<file path="src/rtl/spisem_pkg.sv">
package spisem_pkg;

  typedef enum logic [1:0] {
    OWN_CPU = 2'd1,
    OWN_SPI = 2'd2
  } owner_e;

  localparam logic [3:0] RA_CFG    = 4'h0;
  localparam logic [3:0] RA_TASK   = 4'h1;
  localparam logic [3:0] RA_SEM    = 4'h2;
  localparam logic [3:0] RA_EVT    = 4'h3;
  localparam logic [3:0] RA_INTSET = 4'h4;
  localparam logic [3:0] RA_INTCLR = 4'h5;
  localparam logic [3:0] RA_STAT   = 4'h6;
  localparam logic [3:0] RA_DEF    = 4'h7;
  localparam logic [3:0] RA_ORC    = 4'h8;
  localparam logic [3:0] RA_TXPTR  = 4'h9;
  localparam logic [3:0] RA_TXMAX  = 4'hA;
  localparam logic [3:0] RA_RXPTR  = 4'hB;
  localparam logic [3:0] RA_RXMAX  = 4'hC;
  localparam logic [3:0] RA_TXAMT  = 4'hD;
  localparam logic [3:0] RA_RXAMT  = 4'hE;

  // bit position inside a byte for the k-th bit on the wire
  function automatic logic [2:0] bit_slot(input logic lsb_first, input logic [2:0] k);
    return lsb_first ? k : 3'd7 - k;
  endfunction

  // the slave samples on the leading edge, or on the trailing one when cpha is set
  function automatic logic sample_edge(input logic cpol, input logic cpha,
                                       input logic rise, input logic fall);
    logic lead, trail;
    lead  = cpol ? fall : rise;
    trail = cpol ? rise : fall;
    return cpha ? trail : lead;
  endfunction

endpackage

</file>
<file path="src/rtl/spisem_sync.sv">
module spisem_sync #(
  parameter int         W   = 3,
  parameter logic [W-1:0] RST = '0
) (
  input  logic         clk,
  input  logic         rst_n,
  input  logic [W-1:0] d,
  output logic [W-1:0] q,
  output logic [W-1:0] q_prev
);
  logic [W-1:0] meta;

  always_ff @(posedge clk or negedge rst_n) begin
    if (!rst_n) begin
      meta   <= RST;
      q      <= RST;
      q_prev <= RST;
    end else begin
      meta   <= d;
      q      <= meta;
      q_prev <= q;
    end
  end
endmodule

</file>
<file path="src/rtl/spisem_shift.sv">
module spisem_shift
  import spisem_pkg::*;
(
  input  logic       clk,
  input  logic       rst_n,
  input  logic       sel,
  input  logic       samp,
  input  logic       mosi,
  input  logic       lsb_first,
  input  logic [7:0] tx_byte,
  output logic       miso,
  output logic       byte_done,
  output logic [7:0] rx_byte
);
  logic [2:0] rcnt;
  logic [7:0] acc;

  always_comb begin
    rx_byte = acc;
    rx_byte[bit_slot(lsb_first, rcnt)] = mosi;
  end

  assign byte_done = sel && samp && (rcnt == 3'd7);

  always_ff @(posedge clk or negedge rst_n) begin
    if (!rst_n) begin
      rcnt <= '0;
      acc  <= '0;
      miso <= 1'b0;
    end else begin
      if (!sel) rcnt <= '0;
      else if (samp) begin
        acc  <= rx_byte;
        rcnt <= rcnt + 3'd1;
      end
      miso <= sel ? tx_byte[bit_slot(lsb_first, rcnt)] : 1'b0;
    end
  end

  // a finished byte leaves the bit counter at the start of the next byte
  a_r3_byte_realign: assert property (@(posedge clk) disable iff (!rst_n)
    byte_done |=> (rcnt == 3'd0));
endmodule

</file>
<file path="src/rtl/spisem_top.sv">
module spisem_top
  import spisem_pkg::*;
#(
  parameter int BUF_DEPTH = 16
) (
  input  logic       clk,
  input  logic       rst_n,
  input  logic [5:0] reg_addr,
  input  logic       reg_we,
  input  logic [7:0] reg_wdata,
  output logic [7:0] reg_rdata,
  output logic       irq,
  input  logic       spi_sck,
  input  logic       spi_csn,
  input  logic       spi_mosi,
  output logic       spi_miso
);
  localparam int BIDX_W = $clog2(BUF_DEPTH);
  localparam int CNT_W  = BIDX_W + 1;
  localparam logic [CNT_W-1:0] CNT_ONE = 1;
  localparam logic [CNT_W:0]   BIDX_ONE = 1;
  localparam logic [CNT_W:0]   BIDX_SAT = '1;

  // pin synchronizers
  logic [2:0] s_now, s_prev;
  spisem_sync #(.W(3), .RST(3'b100)) u_sync (
    .clk(clk), .rst_n(rst_n), .d({spi_csn, spi_sck, spi_mosi}),
    .q(s_now), .q_prev(s_prev));

  logic csn_s, sck_rise, sck_fall, csn_fall_ev, csn_rise_ev, sel, samp;
  assign csn_s       = s_now[2];
  assign sel         = !csn_s;
  assign sck_rise    = s_now[1] && !s_prev[1];
  assign sck_fall    = !s_now[1] && s_prev[1];
  assign csn_fall_ev = !s_now[2] && s_prev[2];
  assign csn_rise_ev = s_now[2] && !s_prev[2];

  // registers
  logic [3:0]        cfg;
  logic [7:0]        def_b, orc_b;
  logic [BIDX_W-1:0] txptr, rxptr;
  logic [CNT_W-1:0]  txmax, rxmax, txamt, rxamt;
  logic [1:0]        ev, inten, stat;
  logic [1:0]        ev_next, stat_next;
  owner_e            owner;
  logic              granted, acq_pend;
  logic [CNT_W:0]    bidx;
  logic [7:0]        txbuf [BUF_DEPTH];
  logic [7:0]        rxbuf [BUF_DEPTH];

  assign samp = sample_edge(cfg[2], cfg[1], sck_rise, sck_fall);

  // register port decode
  logic is_reg, cpu_owns;
  logic [3:0] ra;
  assign is_reg   = (reg_addr[5:4] == 2'b00);
  assign ra       = reg_addr[3:0];
  assign cpu_owns = (owner == OWN_CPU);

  logic wr_task, task_release, task_acquire, wr_evt, wr_stat;
  assign wr_task      = reg_we && is_reg && (ra == RA_TASK);
  assign task_release = wr_task && reg_wdata[0];
  assign task_acquire = wr_task && reg_wdata[1];
  assign wr_evt       = reg_we && is_reg && (ra == RA_EVT);
  assign wr_stat      = reg_we && is_reg && (ra == RA_STAT);

  // byte engine
  logic              byte_done, tx_in, rx_in, rx_we, ovr_ev, ovf_ev, end_ev, acq_fire;
  logic [7:0]        tx_byte, rx_byte;
  logic [BIDX_W-1:0] tx_idx, rx_idx;

  assign tx_in   = (bidx < {1'b0, txmax});
  assign rx_in   = (bidx < {1'b0, rxmax});
  assign tx_idx  = txptr + bidx[BIDX_W-1:0];
  assign rx_idx  = rxptr + bidx[BIDX_W-1:0];
  assign tx_byte = !granted ? def_b : (tx_in ? txbuf[tx_idx] : orc_b);
  assign rx_we   = byte_done && granted && rx_in;
  assign ovf_ev  = byte_done && granted && !rx_in;
  assign ovr_ev  = byte_done && granted && !tx_in;
  assign end_ev  = csn_rise_ev && granted;
  assign acq_fire = end_ev ? (cfg[3] || acq_pend || task_acquire)
                           : (task_acquire && (owner == OWN_SPI) && !granted);

  spisem_shift u_shift (
    .clk(clk), .rst_n(rst_n), .sel(sel), .samp(samp), .mosi(s_now[0]),
    .lsb_first(cfg[0]), .tx_byte(tx_byte), .miso(spi_miso),
    .byte_done(byte_done), .rx_byte(rx_byte));

  // semaphore, transaction tracking and counts
  always_ff @(posedge clk or negedge rst_n) begin
    if (!rst_n) begin
      owner    <= OWN_CPU;
      granted  <= 1'b0;
      acq_pend <= 1'b0;
      bidx     <= '0;
      txamt    <= '0;
      rxamt    <= '0;
    end else begin
      if (csn_fall_ev) begin
        granted <= (owner == OWN_SPI);
        bidx    <= '0;
        if (owner == OWN_SPI) begin
          txamt <= '0;
          rxamt <= '0;
        end
      end else if (csn_rise_ev) begin
        granted <= 1'b0;
      end
      if (byte_done && granted) begin
        if (bidx != BIDX_SAT) bidx <= bidx + BIDX_ONE;
        if (tx_in) txamt <= txamt + CNT_ONE;
        if (rx_in) rxamt <= rxamt + CNT_ONE;
      end
      if (acq_fire) begin
        owner    <= OWN_CPU;
        acq_pend <= 1'b0;
      end else if (end_ev) begin
        acq_pend <= 1'b0;
      end else if (task_acquire && (owner == OWN_SPI) && granted) begin
        acq_pend <= 1'b1;
      end else if (task_release && cpu_owns) begin
        owner <= OWN_SPI;
        txamt <= '0;
        rxamt <= '0;
      end
    end
  end

  // configuration registers; pointers and limits only while the CPU owns
  always_ff @(posedge clk or negedge rst_n) begin
    if (!rst_n) begin
      cfg <= '0; def_b <= '0; orc_b <= '0; inten <= '0;
      txptr <= '0; rxptr <= '0; txmax <= '0; rxmax <= '0;
    end else if (reg_we && is_reg) begin
      case (ra)
        RA_CFG:    cfg   <= reg_wdata[3:0];
        RA_DEF:    def_b <= reg_wdata;
        RA_ORC:    orc_b <= reg_wdata;
        RA_INTSET: inten <= inten | reg_wdata[1:0];
        RA_INTCLR: inten <= inten & ~reg_wdata[1:0];
        RA_TXPTR:  if (cpu_owns) txptr <= reg_wdata[BIDX_W-1:0];
        RA_RXPTR:  if (cpu_owns) rxptr <= reg_wdata[BIDX_W-1:0];
        RA_TXMAX:  if (cpu_owns) txmax <= reg_wdata[CNT_W-1:0];
        RA_RXMAX:  if (cpu_owns) rxmax <= reg_wdata[CNT_W-1:0];
        default: ;
      endcase
    end
  end

  // events (write 0 clears) and status (write 1 clears); hardware sets win
  always_comb begin
    ev_next   = (wr_evt ? (ev & reg_wdata[1:0]) : ev) | {acq_fire, end_ev};
    stat_next = (wr_stat ? (stat & ~reg_wdata[1:0]) : stat) | {ovf_ev, ovr_ev};
  end

  always_ff @(posedge clk or negedge rst_n) begin
    if (!rst_n) begin
      ev   <= '0;
      stat <= '0;
    end else begin
      ev   <= ev_next;
      stat <= stat_next;
    end
  end

  assign irq = |(ev & inten);

  // buffers
  always_ff @(posedge clk) begin
    if (reg_we && reg_addr[5:4] == 2'b01) txbuf[reg_addr[BIDX_W-1:0]] <= reg_wdata;
    if (rx_we) rxbuf[rx_idx] <= rx_byte;
  end

  // read mux
  always_comb begin
    reg_rdata = 8'h00;
    case (reg_addr[5:4])
      2'b01: reg_rdata = txbuf[reg_addr[BIDX_W-1:0]];
      2'b10: reg_rdata = rxbuf[reg_addr[BIDX_W-1:0]];
      2'b00: begin
        case (ra)
          RA_CFG:    reg_rdata = {4'h0, cfg};
          RA_SEM:    reg_rdata = {6'h0, owner};
          RA_EVT:    reg_rdata = {6'h0, ev};
          RA_INTSET,
          RA_INTCLR: reg_rdata = {6'h0, inten};
          RA_STAT:   reg_rdata = {6'h0, stat};
          RA_DEF:    reg_rdata = def_b;
          RA_ORC:    reg_rdata = orc_b;
          RA_TXPTR:  reg_rdata = 8'(txptr);
          RA_RXPTR:  reg_rdata = 8'(rxptr);
          RA_TXMAX:  reg_rdata = 8'(txmax);
          RA_RXMAX:  reg_rdata = 8'(rxmax);
          RA_TXAMT:  reg_rdata = 8'(txamt);
          RA_RXAMT:  reg_rdata = 8'(rxamt);
          default:   reg_rdata = 8'h00;
        endcase
      end
      default: reg_rdata = 8'h00;
    endcase
  end

  // the SPI side only gains the semaphore through the release task
  a_r2_release_only: assert property (@(posedge clk) disable iff (!rst_n)
    ((owner == OWN_SPI) && ($past(owner) == OWN_CPU)) |-> $past(task_release));

  // the receive buffer is written only while the SPI side owns it
  a_r5_no_store_when_cpu: assert property (@(posedge clk) disable iff (!rst_n)
    rx_we |-> (owner == OWN_SPI));

  // the receive count never passes its limit while the SPI side owns
  a_r7_rx_amount_bound: assert property (@(posedge clk) disable iff (!rst_n)
    (owner == OWN_SPI) |-> (rxamt <= rxmax));

  // an end event follows a deselect of a granted transaction
  a_r9_end_on_deselect: assert property (@(posedge clk) disable iff (!rst_n)
    $rose(ev[0]) |-> ($past(granted) && $past(csn_s)));

  // an acquired event always leaves the CPU as owner
  a_r10_acquired_owner: assert property (@(posedge clk) disable iff (!rst_n)
    $rose(ev[1]) |-> (owner == OWN_CPU));
endmodule

</file>
<file path="config.mk">
export PLATFORM = sky130hd
export DESIGN_NAME = spisem_top
export DESIGN_NICKNAME = d
export VERILOG_FILES = /design/src/rtl/spisem_pkg.sv /design/src/rtl/spisem_sync.sv /design/src/rtl/spisem_shift.sv /design/src/rtl/spisem_top.sv
export SDC_FILE = /design/constraint.sdc
export NUM_CORES = 1
export LEC_CHECK = 0
export BUFFER_PORTS_ARGS = -buffer_cell sky130_fd_sc_hd__buf_2
export CAP_MARGIN = 40
export CORE_MARGIN = 2
export CORE_UTILIZATION = 30
export DETAILED_ROUTE_END_ITERATION = 6
export PLACE_DENSITY = 0.54
export SKIP_LAST_GASP = 1
export SLEW_MARGIN = 0
export SYNTH_ARGS = -nofsm -noshare
export SYNTH_HDL_FRONTEND = slang
export SYNTH_SLANG_ARGS = --single-unit
</file>
<file path="constraint.sdc">
create_clock -name clk -period 3.3 [get_ports clk]
set_clock_uncertainty 0.05 [all_clocks]
set_input_delay 0.66 -clock clk [delete_from_list [all_inputs] [get_ports clk]]
set_output_delay 0.66 -clock clk [all_outputs]
set_load 0.05 [all_outputs]
</file>
---- Word level (Yosys, flattened, before mapping) ----
Memories as Yosys holds them, arrays and structs flattened.
Cells that the tools add are included.
operators by class
  add/sub/neg operators ................... 7
  magnitude comparators ................... 4
  equality and inequality tests ........... 22
  muxes and demuxes ....................... 52
  bitwise logic cells ..................... 9
  reductions and logical operators ........ 51
operators with widths
  kind                                                             count
  8-bit case mux with 13 select lines                              1
  5-bit 2-to-1 mux                                                 16
  4-bit == test, second input constant                             7
  8-bit case mux with 3 select lines                               1
  1-bit logical AND                                                23
  6-bit 2-to-1 mux                                                 3
  4-bit by 3-bit == test with 1-bit output, second input constant  4
  1-bit 2-to-1 mux                                                 16
  8-bit 2-to-1 mux                                                 2
  3-bit AND reduction                                              5
  6-bit by 5-bit < comparator with 1-bit output                    2
  2-bit 2-to-1 mux                                                 6
  5-bit by 1-bit adder with 5-bit output, second input constant    2
  2-bit AND reduction                                              5
  3-bit 2-to-1 mux                                                 3
  4-bit adder                                                      2
  2-bit AND                                                        4
  8-bit bitwise mux                                                1
  4-bit by 2-bit == test with 1-bit output, second input constant  2
  2-bit nonzero test                                               4
  1-bit logical NOT                                                7
  6-bit by 1-bit adder with 6-bit output, second input constant    1
  6-bit inequality test, second input constant                     1
  2-bit bitwise OR                                                 3
  20 further kinds                                                 24
storage, ports and cells
  bits in registers ....................... 85
  RAM bits ................................ 256
  output and inout port bits .............. 10
  logic and storage cells ................. 169
  memories kept ........................... 2
memory list
  memory  depth  bits a word  rd ports  clocked after memory_dff  wr ports  line              RTL
  rxbuf   16     8            1         0                         1         spisem_top.sv:49  logic [7:0] rxbuf [BUF_DEPTH];
  txbuf   16     8            2         0                         1         spisem_top.sv:48  logic [7:0] txbuf [BUF_DEPTH];

---- Depth between registers and ports, before layout ----
Gate-level depths: netlist of run 1.
  word-level depth ........................ 12
  depth in mapped cells ................... 12

---- By module ----
From an unflattened synthesis of run 1, not the netlist that was laid out.
second synthesis, totals
  cell total of the unflattened synthesis .. 1085
  area, all modules ....................... 16438.3 um^2
by module, submodules not included
  module        times used  cells an instance  area each (um^2)  sequential area each (um^2)
  spisem_top    1           940                15107.0           9290.2
  spisem_shift  1           136                1102.3            300.3
  spisem_sync   1           9                  229.0             229.0

---- Worst setup path after synthesis of run 1 ----
OpenSTA, ideal clock, no wires.
  path type ............................... input to output
  from .................................... input reg_addr[1]
  to ...................................... output reg_rdata[0]
  arrival time ............................ 3.350 ns
  data required time ...................... 2.590 ns
  setup slack ............................. -0.760 ns
  cell stages on the path ................. 9
  path buffers ............................ 5
  cell sequence ........................... clkbuf_1 -> clkbuf_1 -> buf_2 -> clkbuf_1 -> buf_1 -> nand4_1 -> a21oi_1 -> a311oi_1 -> o21ai_0
on the way
  longest elaborated chain between the ends .. 4
ends and longest elaborated chain
  what                                      line               RTL
  from (decl)                               spisem_top.sv:8    input logic [5:0] reg_addr,
  4-bit by 3-bit == test with 1-bit output  spisem_top.sv:181  case (ra)
  2-bit OR reduction                        spisem_top.sv:181
  8-bit case mux with 13 select lines       spisem_top.sv:181
  8-bit case mux with 3 select lines *      spisem_top.sv:177  case (reg_addr[5:4])
  to (decl)                                 spisem_top.sv:11   output logic [7:0] reg_rdata,
Every way passes the cells marked *; elsewhere a longest branch is shown, timed or not.

---- Worst setup path in the final report of run 1 ----
  from .................................... memory rxbuf[15][2]
  to ...................................... output reg_rdata[2]
on the way
  longest elaborated chain between the ends .. 2
ends and longest elaborated chain
  what                                line
  from (decl)                         spisem_top.sv:49
  memory 16 x 8 bit                   -
  8-bit case mux with 3 select lines  spisem_top.sv:177
No other way between the ends.

==> results of run 1 <==
worst reg2reg max path: stages (launching register included):
cell	delay (ns)
dfrtp_2	0.44
ha_4	0.18
fa_2	0.64
buf_4	0.16
clkbuf_16	0.16
mux4_2	0.52
mux4_2	0.56
mux2i_4	0.20
a211o_1	0.19
nor4b_4	0.06
power groups by stage:
| stage | Sequential, mW | Clock [mW] | Combinational (mW) |
|---|---|---|---|
| finish | 4.96 | 4.59 | 1.09 |
| global route | 4.97 | 4.87 | 1.18 |
| CTS | 4.95 | 4.70 | 1.07 |
| detailed placement | 5.04 | 0 | 1.03 |
| global placement | 5.04 | 0 | 1.01 |
| floorplan | 5.00 | 0 | 0.648 |
sequential cells by signal (all words and copies together) (netlist names), 3 cells and up, named ones only:
signal        cells
u_sync.meta       3
bidx              6
u_shift.acc       8
def_b             8
cfg               4
txptr             4
orc_b             8
rxamt             5
txbuf           128
u_sync.q          3
rxptr             4
rxbuf           128
txmax             5
txamt             5
rxmax             5
u_shift.rcnt      3
cell type report:
type | count | area, sq um | area share
Multi-Input combinational cell | 560 | 6062 | 0.3085
Sequential cell | 340 | 9796 | 0.4985
Clock inverter | 27 | 390.4 | 0.01987
Tap cell | 688 | 860.8 | 0.04381
Timing Repair Buffer | 160 | 1505 | 0.07659
Clock buffer | 43 | 969.7 | 0.04934
Inverter | 17 | 67.56 | 0.003438
metal layers:
| layer | track usage | part of all wire | vias to the layer above |
|---|---|---|---|
| met4 | 0.05542 | 0.025 | 0 |
| met5 | 0 | 0 | - |
| met2 | 0.2752 | 0.50 | 250 |
| li1 | - | - | 4198 |
| met1 | 0.2114 | 0.43 | 5102 |
| met3 | 0.02456 | 0.044 | 69 |
synthesized netlist by cell type (3+ instances only):
| cell type | instances |
|---|---|
| edfxtp_1 | 256 |
| mux4_2 | 112 |
| dfrtp_1 | 80 |
| nor2_1 | 61 |
| mux2_2 | 60 |
| nand2_1 | 43 |
| a21oi_1 | 31 |
| nand3_1 | 26 |
| o21ai_0 | 26 |
| clkbuf_1 | 23 |
| ha_1 | 21 |
| buf_2 | 18 |
| inv_1 | 17 |
| mux2i_1 | 17 |
| nand2b_1 | 15 |
| nor2b_1 | 14 |
| a22oi_1 | 12 |
| o22ai_1 | 12 |
| nor3_1 | 10 |
| a211oi_1 | 9 |
| a21o_1 | 6 |
| nand3b_1 | 6 |
| a31oi_1 | 5 |
| buf_1 | 5 |
| buf_6 | 5 |
| xnor2_1 | 5 |
| dfstp_2 | 4 |
| mux4_1 | 4 |
| a2111oi_0 | 3 |
| nand4_1 | 3 |
| or3_1 | 3 |
| xor2_1 | 3 |
final timing paths:
kind,end,cells after the start
worst max-delay path,reg_rdata[2],5
worst min-delay path,txamt[3]$_DFF_PN0_,2
worst max register to register,u_shift.miso$_DFF_PN0_,9
worst min register to register,u_sync.q[1]$_DFF_PN0_,0
max in group asynchronous,u_sync.meta[2]$_DFF_PN1_,2
min in group clk,u_sync.meta[2]$_DFF_PN1_,1
cells by family after synthesis:
kind of cell | Yosys count | share of synthesized area
AO/OA/AOI/OAI | 136 | 0.05816
XOR/XNOR | 9 | 0.005424
adder cells (fa/ha/maj) | 23 | 0.01902
buffers and inverters | 69 | 0.02028
flip-flops | 340 | 0.6153
multiplexers | 195 | 0.2213
AND/OR/NAND/NOR | 197 | 0.06052
repair_timing:
item                       CTS  global route
gates cloned                 2             1
gates resized for setup     34            43
pin swaps                    3             9
setup endpoints to repair    9            21
setup buffers                3             9
==> flow_metrics.py, run 1 <==
metrics = {
    "yosys": {
        "synthDistinctLibCells": 73,
        "synth_area_sq_um": 15920,
        "synth_top_cell_by_area": "edfxtp_1",
        "post_synth.cell_area_avg_sq_um": 16.43,
        "synth_ff_type": "edfxtp_1",
        "post_synthesis_cell_count": 969,
        "ys_seq_elements": 340,
        "synth_top_cell_area_share": 0.4829,
        "ys_top_cells_by_area": "edfxtp_1 (48%), mux4_2 (16%), dfrtp_1 (13%)",
        "synth_enable_flop_cells": 256,
        "mappedNetlistNets": 1012,
        "ys_warn_count": 0,
        "synth_sequential_area_ratio": 0.6153,
        "async_s_r_ff_share_synth": 0.2471,
    },
    "drt": {
        "drt_pass1_iterations": 5,
        "wl_per_cell_um": 23.77,
        "dr_total_vias": 9619,
        "postRouteAntennaNets": 0,
        "drcViolationCount": 0,
        "post_drt_via_cell_ratio": 5.242,
        "wl_um": 43610,
        "drt-initial-drc-count": 832,
    },
    "global_route": {
        "grt_util_all_layers": 0.1619,
        "number_of_antenna_violations_at_the_first_check_in_global_routing": 0,
        "largest_net_degree_at_the_start_of_global_routing": 85,
        "first_global_vias": 9793,
        "globalRoute.totalOverflow": 0,
        "grt_first_pass_wirelength_um": 64870,
    },
    "pwr": {
        "net-switching-power_mw": 2.556,
        "pwr-share-clk": 0.432,
        "total_power_per_unit_cell_area_nw_per_um2": 541.7,
        "combinationalPowerShare": 0.103,
        "power.total_mw": 10.64,
        "swShare": 0.2401,
        "ir_drop_v": 0.0003121,
        "static-leakage-power_nw": 6.878,
        "power.sequential.fraction": 0.466,
        "power_report.internal_total_mw": 8.089,
    },
    "placement": {
        "dpl.hpwl_um": 29970,
        "numPlacedInstances": 1751,
        "place.port_buffers": 29,
        "placement_stage_cell_area_sq_um": 17810,
        "dp_worst_setup_slack_ns": -0.2980,
        "final_weighted_congestion_in_routability_driven_placement": 0.8465,
    },
    "cells_and_area": {
        "final_cell_area_sq_um": 19650,
        "fin_cells": 1835,
        "p_r_area_growth_vs_syn_pct": 23.45,
        "fraction_of_final_layout_cells_sized_beyond_drive_strength_1": 0.3967,
        "n_fill_cell": 4893,
        "mostFrequentLayoutCell": "edfxtp_1",
        "mostFrequentLayoutCells": "edfxtp_1 (256), mux4_2 (115), buf_4 (109), dfrtp_1 (79), mux2_2 (59)",
        "final_core_util": 0.3740,
        "antenna_diode_instance_count": 0,
        "final_nets": 1160,
    },
    "die": {
        "chipHeight_um": 234.4,
        "design.die.area_sq_um": 54920,
        "io_pins": 30,
        "initial_core_util": 0.3029,
        "number_of_standard_cell_rows_in_the_floorplan": 84,
        "placeable_core_area_sq_um": 52550,
        "floorplan.die.width_um": 234.4,
    },
    "critical_path": {
        "worst-r2r-setup-slack_ns": 0.04,
        "worst_path_most_repeated_cell": "mux4_2",
        "endpoint_arrival_time_on_the_critical_path_ns": 2.61,
        "worst-setup-path-type": "flip-flop to output pin",
        "critical_path.max_stage_delay_ns": 0.52,
        "worstPathRequired_ns": 2.59,
        "cp_top_family": "multiplexers",
        "endpoint_kind": "output pin",
        "crit_fanout": 1,
        "reg2reg_from": "bidx[0]$_DFF_PN0_",
        "worst_path_max_delay_cell": "mux4_2",
        "critPathBufInv": 1,
        "critPathLaunchType": "flip-flop",
        "timing.critical_path.cells": "mux4_2, mux4_2, and2_4, o311a_4, buf_6",
        "worst_setup_path_startpoint": "rxbuf[15][2]$_DFFE_PP_",
    },
    "clock_tree": {
        "clock_path_buffers": 3,
        "clk_root_buffer_cell": "clkbuf_16",
        "clk-insertion-delay-late_ns": 0.56,
        "cts_hold_repair.buffers": 0,
        "path_clk_slew_ns": 0.06,
        "tritoncts": "yes",
        "cts_buffers": 38,
        "cts.sink_count": 340,
        "clock_tree.htree_level_count": 2,
    },
    "timing": {
        "hold-worst-slack_ns": 0.09137,
        "timing.fmax_ghz": 0.3010,
        "relSlewSlack": 0.6016,
        "fin_tns_setup_ns": -0.02539,
        "timing.final.setup_violations": 3,
        "finalHoldViolCount": 0,
        "timing.final.crit_period_ns": 3.322,
        "final-max-slew-violation-count": 0,
        "unrepaired_setup_endpoints_after_global_routing": "yes",
        "setup_slack_ns": -0.02203,
        "min_period_over_period": 1.007,
        "pin_slew_with_the_least_headroom_to_its_limit_ns": 0.5976,
    },
    "outcome": {
        "outcome": "finished, violations left",
        "failing_checks": "negative setup slack",
    },
    "flow_run": {
        "number_of_maximum_capacitance_constraint_violations": 0,
    },
    "min_path": {
        "worstHoldPathType": "input port to async pin",
    },
}
No activity file was read; power rests on OpenSTA's default activity.
==> inputs of run 2 (changes only) <==
--- a/config.mk
+++ b/config.mk
@@ -6,11 +6,11 @@
 export NUM_CORES = 1
 export LEC_CHECK = 0
 export BUFFER_PORTS_ARGS = -buffer_cell sky130_fd_sc_hd__buf_2
-export CAP_MARGIN = 40
+export CAP_MARGIN = 0
 export CORE_MARGIN = 2
-export CORE_UTILIZATION = 30
+export CORE_UTILIZATION = 50
 export DETAILED_ROUTE_END_ITERATION = 6
-export PLACE_DENSITY = 0.54
+export PLACE_DENSITY = 0.76
 export SKIP_LAST_GASP = 1
 export SLEW_MARGIN = 0
 export SYNTH_ARGS = -nofsm -noshare
==> run 2 against run 1 <==
The flow still finishes with violations (negative setup slack). Final cell count shrank 17%. Largest power group unchanged. Setup slack lost 0.0059 ns. First-iteration DRC count grew 23%. Critical path depth grew 3. Highest routed layer unchanged. Fmax shrank 0.18%. Register-to-register slack lost 0.07 ns. Hold slack lost 0.025 ns. Cell area shrank 4.4%.
==> flow_metrics.py, run 2 (synthesis results as in run 1) <==
metrics = {
    "outcome": {
        "outcome": "finished, violations left",
        "failing_checks": "negative setup slack",
    },
    "critical_path": {
        "timing.critical_path.cells": "ha_1, fa_2, clkbuf_16, mux4_2, mux4_2, a21oi_1, a211o_1, nor4b_4",
        "worstPathRequired_ns": 3.64,
        "worst_path_max_delay_cell": "fa_2",
        "critical_path.max_stage_delay_ns": 0.71,
        "crit_fanout": 14,
        "critPathLaunchType": "flip-flop",
        "endpoint_arrival_time_on_the_critical_path_ns": 3.67,
        "worst-r2r-setup-slack_ns": -0.03,
        "worst-setup-path-type": "flip-flop to flip-flop",
        "critPathBufInv": 1,
        "endpoint_kind": "flip-flop",
        "cp_top_family": "multiplexers",
        "worst_path_most_repeated_cell": "mux4_2",
    },
    "drt": {
        "drt_pass1_iterations": 5,
        "wl_per_cell_um": 27.61,
        "postRouteAntennaNets": 0,
        "wl_um": 41890,
        "post_drt_via_cell_ratio": 6.554,
        "drcViolationCount": 0,
        "drt-initial-drc-count": 1020,
        "dr_total_vias": 9942,
    },
    "cells_and_area": {
        "mostFrequentLayoutCell": "edfxtp_1",
        "final_core_util": 0.5971,
        "final_cell_area_sq_um": 18790,
        "mostFrequentLayoutCells": "edfxtp_1 (256), mux4_2 (114), buf_4 (89), dfrtp_1 (80)",
        "fraction_of_final_layout_cells_sized_beyond_drive_strength_1": 0.3677,
        "final_nets": 1131,
        "antenna_diode_instance_count": 0,
        "n_fill_cell": 2241,
        "p_r_area_growth_vs_syn_pct": 18.06,
    },
    "timing": {
        "timing.final.setup_violations": 2,
        "pin_slew_with_the_least_headroom_to_its_limit_ns": 1.178,
        "timing.final.crit_period_ns": 3.328,
        "timing.fmax_ghz": 0.3005,
        "setup_slack_ns": -0.02796,
        "finalHoldViolCount": 0,
        "unrepaired_setup_endpoints_after_global_routing": "yes",
        "relSlewSlack": 0.2116,
        "min_period_over_period": 1.008,
        "final-max-slew-violation-count": 0,
    },
    "global_route": {
        "globalRoute.totalOverflow": 0,
        "number_of_antenna_violations_at_the_first_check_in_global_routing": 0,
        "grt_util_all_layers": 0.2490,
        "m1_gr_usage": 0.3293,
        "grt_first_pass_wirelength_um": 60710,
        "largest_net_degree_at_the_start_of_global_routing": 42,
        "use_met3": 0.05268,
        "grt_use_met2": 0.4110,
        "globalRoute.busiestLayer": "met2",
        "first_global_vias": 9665,
    },
    "placement": {
        "place.port_buffers": 29,
        "placement_stage_cell_area_sq_um": 17290,
        "dp_worst_setup_slack_ns": -0.2735,
        "dpl.hpwl_um": 27310,
        "final_weighted_congestion_in_routability_driven_placement": 0.9386,
    },
    "pwr": {
        "power.sequential.fraction": 0.487,
        "net-switching-power_mw": 2.450,
        "power.total_mw": 10.18,
        "combinationalPowerShare": 0.104,
        "power_report.internal_total_mw": 7.731,
        "static-leakage-power_nw": 6.666,
        "ir_drop_v": 0.0003694,
        "pwr-share-clk": 0.409,
        "total_power_per_unit_cell_area_nw_per_um2": 541.7,
        "swShare": 0.2407,
    },
    "die": {
        "floorplan.die.width_um": 182.4,
        "initial_core_util": 0.5058,
        "io_pins": 30,
        "design.die.area_sq_um": 33280,
        "placeable_core_area_sq_um": 31470,
        "number_of_standard_cell_rows_in_the_floorplan": 65,
        "chipHeight_um": 182.4,
    },
    "clock_tree": {
        "clock_tree.htree_level_count": 2,
        "clk_root_buffer_cell": "clkbuf_16",
        "cts.sink_count": 340,
        "clock_path_buffers": 3,
        "tritoncts": "yes",
        "path_clk_slew_ns": 0.06,
        "cts_buffers": 36,
        "clk-insertion-delay-late_ns": 0.54,
        "cts_hold_repair.buffers": 0,
    },
    "min_path": {
        "worstHoldPathType": "input port to async pin",
    },
    "flow_run": {
        "number_of_maximum_capacitance_constraint_violations": 0,
    },
}
-- run 2: cell count changes in the layout (fill, tap and decap cells not counted), moves of 3 or more --
cell,before,now
buf_4,109,89
buf_6,11,4
buf_12,18,12
bufinv_16,8,4
clkinvlp_4,7,3
clkbuf_4,0,3
clkinv_2,7,4
nor2_1,57,60
-- run 2: power groups by stage --
stage	combinational (mW)	clock, mW	sequential [mW]
4_1_cts	1.02	4.21	4.95
6_report	1.06	4.16	4.96
2_1_floorplan	0.648	0	5.00
3_3_place_gp	0.969	0	5.03
3_5_place_dp	0.994	0	5.04
5_1_grt	1.13	4.38	4.97
-- run 2: per-stage QoR --
step | cells | hold slack [ns] | TNS (ns)
3_5_place_dp | 1447 | 0.2879 | -1.703
2_1_floorplan | 969 | 0.2812 | 0
4_1_cts | 1512 | 0.07212 | -0.02227
5_1_grt | 1517 | 0.1044 | -0.1084
3_3_place_gp | 1447 | 0.2821 | -1.462
6_report | 1517 | 0.06612 | -0.04177
-- run 2: worst reg2reg max path, cell delays in order (launching register included) --
cell and delay, ns:
dfrtp_1 0.40, ha_1 0.23, fa_2 0.71, clkbuf_16 0.26, mux4_2 0.53, mux4_2 0.56, a21oi_1 0.22, a211o_1 0.17
nor4b_4 0.06
-- run 2: routing by layer --
layer,up-vias,part of all wire,routed length [um]
met2,570,0.50,20740
met1,5111,0.38,15890
li1,4149,-,-
met3,112,0.087,3663
met4,0,0.038,1598
met5,-,0,0
-- run 2: layout make-up --
cell class | count | area (sq um) | share of cell area
clock buffers | 44 | 972.2 | 0.05173
clock inverters | 21 | 252.7 | 0.01345
inverters | 17 | 63.81 | 0.003395
multi-input cells | 560 | 5959 | 0.3171
flip-flops and latches | 340 | 9794 | 0.5211
well taps | 402 | 503.0 | 0.02676
repair buffers | 133 | 1249 | 0.06644
-- run 2: path summary, 6_finish.rpt --
kind	start	endpoint	cells past startpoint
min reg2reg	u_sync.meta[1]$_DFF_PN0_	u_sync.q[1]$_DFF_PN0_	0
max in group asynchronous	rst_n	u_sync.meta[2]$_DFF_PN1_	2
max reg2reg	bidx[0]$_DFF_PN0_	u_shift.miso$_DFF_PN0_	8
max	bidx[0]$_DFF_PN0_	u_shift.miso$_DFF_PN0_	8
min in group clk	spi_csn	u_sync.meta[2]$_DFF_PN1_	1
min	rst_n	txamt[3]$_DFF_PN0_	1
-- run 2: repair_timing --
| action | in CTS | in global routing |
|---|---|---|
| gates cloned | 0 | 4 |
| resized for setup | 21 | 25 |
| setup endpoints to repair | 9 | 32 |
| pin swaps | 0 | 3 |
| setup buffers | 0 | 1 |
